===== src/rtl/mf_epoch_correlator.sv =====
module mf_epoch_correlator #(
  parameter int LEN     = 16,
  parameter int CONFIRM = 3,
  localparam int MW = $clog2(2 * LEN + 1),
  localparam int CW = $clog2(LEN + 1),
  localparam int GW = (LEN > 2) ? $clog2(LEN) : 1,
  localparam int HW = $clog2(CONFIRM + 1)
) (
  input  logic           clk,
  input  logic           rst_n,
  input  logic           in_valid,
  input  logic           in_i,
  input  logic           in_q,
  input  logic           ref_load,
  input  logic [LEN-1:0] ref_code,
  input  logic [MW-1:0]  thresh,
  input  logic           restart,
  output logic [MW-1:0]  metric,
  output logic           peak,
  output logic           sync_pulse,
  output logic           locked
);

  logic [LEN-1:0] line_i, line_q, ref_r;
  logic [CW-1:0]  fill;
  logic           fresh;
  logic [GW-1:0]  gap;
  logic [HW-1:0]  hits;
  logic [CW-1:0]  agree_i, agree_q;
  logic [MW-1:0]  mag_i, mag_q;

  localparam logic [MW-1:0] LEN_M = MW'(LEN);

  // delay line, newest sample at bit 0
  always_ff @(posedge clk or negedge rst_n) begin
    if (!rst_n) begin
      line_i <= '0;
      line_q <= '0;
      fill   <= '0;
      fresh  <= 1'b0;
    end else begin
      fresh <= in_valid;
      if (in_valid) begin
        line_i <= {line_i[LEN-2:0], in_i};
        line_q <= {line_q[LEN-2:0], in_q};
        if (fill != CW'(LEN)) fill <= fill + 1'b1;
      end
    end
  end

  always_ff @(posedge clk or negedge rst_n) begin
    if (!rst_n)        ref_r <= '0;
    else if (ref_load) ref_r <= ref_code;
  end

  // tap agreement counts
  always_comb begin
    agree_i = '0;
    agree_q = '0;
    for (int k = 0; k < LEN; k++) begin
      agree_i = agree_i + CW'(line_i[k] ~^ ref_r[k]);
      agree_q = agree_q + CW'(line_q[k] ~^ ref_r[k]);
    end
  end

  // |2a - LEN| per channel, then summed
  function automatic logic [MW-1:0] mag(input logic [CW-1:0] a);
    logic [MW-1:0] twice;
    twice = MW'(a) << 1;
    return (twice >= LEN_M) ? twice - LEN_M : LEN_M - twice;
  endfunction

  assign mag_i  = mag(agree_i);
  assign mag_q  = mag(agree_q);
  assign metric = mag_i + mag_q;


  assign peak = fresh && (fill == CW'(LEN)) && (metric >= thresh);

  // confirmation of evenly spaced peaks
  always_ff @(posedge clk or negedge rst_n) begin
    if (!rst_n) begin
      hits       <= '0;
      gap        <= '0;
      locked     <= 1'b0;
      sync_pulse <= 1'b0;
    end else begin
      sync_pulse <= 1'b0;
      if (restart || ref_load) begin
        hits <= '0;
        gap  <= '0;
        if (restart) locked <= 1'b0;
      end else if (fresh && !locked) begin
        if (hits == '0) begin
          if (peak) begin
            hits <= HW'(1);
            gap  <= '0;
          end
        end else if (gap == GW'(LEN - 1)) begin
          if (!peak) begin
            hits <= '0;
          end else if (hits == HW'(CONFIRM - 1)) begin
            sync_pulse <= 1'b1;
            locked     <= 1'b1;
            hits       <= '0;
          end else begin
            hits <= hits + 1'b1;
            gap  <= '0;
          end
        end else if (peak) begin
          hits <= HW'(1);
          gap  <= '0;
        end else begin
          gap <= gap + 1'b1;
        end
      end
    end
  end


  metric_hold_chk: assert property (@(posedge clk) disable iff (!rst_n)
    (!in_valid && !ref_load) |=> $stable(metric));


  metric_range_chk: assert property (@(posedge clk) disable iff (!rst_n)
    (metric[0] == 1'b0) && (metric <= MW'(2 * LEN)));


  peak_fill_chk: assert property (@(posedge clk) disable iff (!rst_n)
    peak |-> (fill == CW'(LEN)));


  pulse_single_chk: assert property (@(posedge clk) disable iff (!rst_n)
    sync_pulse |=> !sync_pulse);


  pulse_locks_chk: assert property (@(posedge clk) disable iff (!rst_n)
    sync_pulse |-> locked && !$past(locked));


  lock_sticky_chk: assert property (@(posedge clk) disable iff (!rst_n)
    (locked && !restart) |=> locked);


  restart_clear_chk: assert property (@(posedge clk) disable iff (!rst_n)
    restart |=> !locked);

endmodule


===== config.mk =====
export PLATFORM = sky130hd
export DESIGN_NAME = mf_epoch_correlator
export DESIGN_NICKNAME = d
export VERILOG_FILES = /design/src/rtl/mf_epoch_correlator.sv
export SDC_FILE = /design/constraint.sdc
export NUM_CORES = 1
export LEC_CHECK = 0
export ABC_AREA = 1
export BUFFER_PORTS_ARGS = -buffer_cell sky130_fd_sc_hd__buf_2
export CAP_MARGIN = 5
export CORE_MARGIN = 4
export CORE_UTILIZATION = 35
export DETAILED_ROUTE_END_ITERATION = 10
export PLACE_DENSITY = 0.64
export SLEW_MARGIN = 10
export SYNTH_ARGS = -nofsm -noshare
export SYNTH_HDL_FRONTEND = slang
export SYNTH_SLANG_ARGS = --single-unit

===== constraint.sdc =====
create_clock -name clk -period 17.58 [get_ports clk]
set_input_delay 2.637 -clock clk [delete_from_list [all_inputs] [get_ports clk]]
set_output_delay 2.637 -clock clk [all_outputs]
set_load 0.1 [all_outputs]

## After elaboration in Yosys (flattened, before gate mapping)

Index checks and enable logic that the tools add are counted.

| word-level totals | value |
|---|---|
| register bits after elaboration | 62 |
| input bits | 29 |
| output and inout port bits | 9 |
| logic and storage cells | 134 |

| operators by class | value |
|---|---|
| add/subtract/negate cells | 38 |
| magnitude comparators | 3 |
| eq/ne operators | 9 |
| multiplexer cells | 30 |
| bitwise gates (word level) | 32 |
| reductions and logical operators | 13 |

Operators with widths:

| cell | number |
|---|---|
| $xnor 1x1->5 | 32 |
| $add 5x5->5 | 30 |
| $mux 4 | 8 |
| $mux 2 | 7 |
| $mux 1 | 13 |
| $ge 6x5->1 const B | 2 |
| $mux 6 | 2 |
| $sub 5x6->6 const A | 2 |
| $sub 6x5->6 const B | 2 |
| $reduce_bool 2->1 | 4 |
| $add 6x6->6 | 1 |
| $ge 6x6->1 | 1 |
| $ne 3x3->1 const B | 2 |
| $reduce_and 6->1 | 1 |
| $add 5x1->5 const B | 1 |
| $eq 5x5->1 const B | 1 |
| $ne 5x5->1 const B | 1 |
| $add 4x1->4 const B | 1 |
| $eq 4x4->1 const B | 1 |
| $ne 2x2->1 const B | 2 |
| $ne 4x4->1 const B | 1 |
| $reduce_and 4->1 | 1 |
| $logic_and 1x1->1 | 3 |
| $add 2x1->2 const B | 1 |
| 5 further kinds | 5 |

## Depth between registers and ports, before layout

| logic depth | value |
|---|---|
| depth in word-level cells | 26 |
| depth in mapped cells | 35 |
| mapped depth without buffers | 35 |

## Least setup slack after synthesis

No wires, ideal clock.

| timing | value |
|---|---|
| path kind | register to output |
| start point | reg ref_r[0] |
| end point | out peak |
| data arrival time | 7.038 ns |
| data required time | 14.943 ns |
| setup slack | 7.905 ns |
| cell stages (with the launch flop) | 27 |
| buffers on the path | 0 |
| path through | dfrtp_1 xnor2_1 fa_1 inv_1 fa_1 fa_1 inv_1 fa_1 ha_1 fa_1 inv_1 ha_1 xnor2_1 nand3_1 nand2_1 inv_1 ha_1 a21oi_1 nand2_1 xor2_1 ha_1 nand2_1 inv_1 nand2_1 nand3_1 nand2_2 inv_2 |

| between the ends | value |
|---|---|
| longest elaborated chain between the ends | 21 |
| elaborated cells on any way between the ends | 43 |
| those cells by class | add/sub: 35; order compare: 3; mux: 2; bitwise: 2; reduce/logical: 1 |

Ends and longest elaborated chain:

| element | RTL line | RTL |
|---|---|---|
| start: declaration | 24 | `logic [LEN-1:0] line_i, line_q, ref_r;` |
| start signal: assignment | 53 | `else if (ref_load) ref_r <= ref_code;` |
| $xnor 1x1->5 (on tied branches) | 61, 62 |  |
| $add 5x5->5 (on tied branches) (15 in series) | 61, 62 |  |
| $sub 5x6->6, or another cell as far along | 70 | `return (twice >= LEN_M) ? twice - LEN_M : LEN_M - twice;` |
| $mux 6 | 70 |  |
| $add 6x6->6 * | 75 | `assign metric = mag_i + mag_q;` |
| named net metric[4] | 18 | `output logic [MW-1:0] metric,` |
| $ge 6x6->1 * | 78 | `assign peak = fresh && (fill == CW'(LEN)) && (metric >= thresh);` |
| $logic_and 1x1->1 * | 78 |  |
| end: declaration | 19 | `output logic peak,` |

Mark *: on every way through the listed nets, which the timed path passes. The rest lies on a longest branch.

## Final worst setup path

| timing | value |
|---|---|
| start point | reg ref_r[0] |
| end point | out peak |

| between the ends | value |
|---|---|
| longest elaborated chain between the ends | 21 |
| elaborated cells on any way between the ends | 43 |
| those cells by class | add/sub: 35; order compare: 3; mux: 2; bitwise: 2; reduce/logical: 1 |

Ends and longest elaborated chain:

| element | RTL line |
|---|---|
| $xnor 1x1->5 (on tied branches) | 61, 62 |
| $add 5x5->5 (on tied branches) (15 in series) | 61, 62 |
| $sub 5x6->6, or another cell as far along | 70 |
| $mux 6 | 70 |
| $add 6x6->6 * | 75 |
| $ge 6x6->1 * | 78 |
| $logic_and 1x1->1 * | 78 |

Mark *: on every way between the ends. The rest lies on a longest branch, timed or not.

==> metrics.txt <==
status=finished, final reports clean; minimum clock period=9.39 ns; initial antenna violation count=0; final worst slack=8.19 ns; post-synthesis sequential area ratio=39.0%; diode count=0; RSZ-0062 raised after global routing=false; top cells by count, synth=62 x dfrtp_1, 62 x inv_1, 52 x nand2_1; CP delay by family, top=adder cells; vias per inst=4.61; Netlist cell types=34; asr flop ratio synth=100%; P&R area growth vs syn=14.7%; area leader, netlist=dfrtp_1; nets=527; initial core utilization=36.2%; worst hold path class=flip-flop to flip-flop; slowest stage delay, CP=0.55 ns; Core ar.=11000 µm²; Post-Synth Adder-Cell Area=18.1%; Critical Path Sink Type=output pin; EDFF count, synth=0; first-pass GRT wire length=13100 µm; pre-CTS WS=8.49 ns; Vias=2754; CP Launch Type=flip-flop; Pre-Repair DR Iteration Count=4; area of the multi-input gates=2130 µm²; Total Routed Length=7430 µm; total grt overflow=0; Post CTS Setup Buffer Count=0; Crit path buffers/inverters=6; CTS hold repair buffers=0; Max Slew Vio Count=0; H-tree depth=3; share of layout cells above drive strength 1=18.4%; post-synthesis mux area share=5.09%; root buffer cell=clkbuf_16; Clock Skew=0.00787 ns; post-route setup TNS=0 ns; Synth Area in Compound Gates=6.10%; DR iter-0 viols=112; post-cts gate resize count=0; final hold violations=0; top cells by area, synth=dfrtp_1 39%, fa_1 11%, ha_1 7.5%; Final setup viols=0; residual DRC count=0; fin crit share=53.4%; combinational family with the most area after synthesis=adder cells; Rows=38; Post-Syn Nets=489; max cap viols=0; Data required, critical path=14.94 ns; post-synthesis xor/xnor area fraction=9.91%; critical-path maximum fanout=5; largest net degree at the start of global routing=65; vias in the first global route=2885; DIE HEIGHT=115 µm; register bit count reported by yosys=62; clock slew at reported path FFs=0.05 ns; Avg WL per Cell=12.4 µm; Critical Path AT=6.75 ns; kind of critical path=flip-flop to output pin; Worst slew margin=35.0%; CTS Buf Count=9; CTS Buffer Depth=2; CTS Sinks=62; gr usage total=12.8%; register area=1550 µm²; CTS tree=done; cell area after synthesis=3980 µm²; fill count=1070; Synth top area share=39.0%; Slew @ Worst Pin=0.974 ns; Chip Width=115 µm; Ys Warns=0; slowest CP cell=fa_1; worst skew pair latency=0.33 ns; Post-Synthesis Cells=415; Max Fclk=107 MHz; Final ANT Viol Nets=0; ys flop type=dfrtp_1; Placer Congestion=0.917; num ports=38; Synth Area in Simple Gates=14.3%; synthesized area per cell=9.59 µm²; Crit path top cell by count=nand2_1; Buffers on Ports=36; DP HPWL=5820 µm; die area=13100 µm²
## placed cells by master (no fill, tap or decap), drive strengths merged
cell type	instances
conb	1
clkbuf	14
inv	66
a21oi	25
nor3	1
nand2	58
nand3b	1
o21a	1
buf	37
fa	21
clkinv	1
nor2	35
ha	24
xor2	19
o21ai	18
or2	2
o22ai	1
a21boi	1
nand3	20
a31oi	1
mux2	18
nor2b	1
dfrtp	62
nand4	3
xnor2	26
## stage by stage
step	cells	hold WS (ns)	utilization, %	cell area [µm²]
2_1_floorplan	415	0.464	-	3980
3_3_place_gp	582	0.480	39.1	4290
3_5_place_dp	582	0.484	39.1	4290
4_1_cts	597	0.495	41.5	4560
5_1_grt	597	0.519	41.5	4560
6_report	597	0.487	41.5	4560
## state kept, by name, summed over array words and instances, names as in the netlist
| register | flops |
|---|---|
| fill | 5 |
| fresh | 1 |
| gap | 4 |
| hits | 2 |
| line_i | 16 |
| line_q | 16 |
| locked | 1 |
| ref_r | 16 |
| sync_pulse | 1 |
## layer usage
metal	global-route usage, %	vias up	share of wire (%)
li1	-	1389	-
met1	15.9	1305	47
met2	20.4	43	46
met3	1.74	17	2.9
met4	9.26	0	4.3
met5	0	-	0
## logic make-up (layout without fill, tap and decap cells)
| group | after synthesis | after routing |
|---|---|---|
| adder cells (fa/ha/maj) | 45 | 45 |
| buffers and inverters | 76 | 118 |
| AO/OA/AOI/OAI | 47 | 47 |
| flip-flops | 62 | 62 |
| AND/OR/NAND/NOR | 121 | 121 |
| other | 1 | 1 |
| XOR/XNOR | 45 | 45 |
| multiplexers | 18 | 18 |
## path summary, 6_finish.rpt
check / from / to / slack, ns / depth (start not counted)
min in group asynchronous: rst_n / ref_r[15] / 2.48 / 2
worst max-delay path: ref_r[0] / peak / 8.19 / 29
worst max register to register: ref_r[0] / gap[3] / 11.24 / 28
worst min-delay path: fill[3] / fill[3] / 0.49 / 1
worst min register to register: fill[3] / fill[3] / 0.49 / 1
max in group asynchronous: rst_n / fill[2] / 14.60 / 2
## layout make-up
class / count / area share [%]
clock buffer: 14 / 5.79
inverter: 66 / 5.43
sequential: 62 / 34.0
tap: 140 / 3.84
timing repair buffer: 37 / 4.11
multi-input combinational: 277 / 46.7
clock inverter: 1 / 0.110
Power is left out: the tool's default activity adds up to more than one toggle a clock period on the data nets, which glitch-free logic cannot reach.
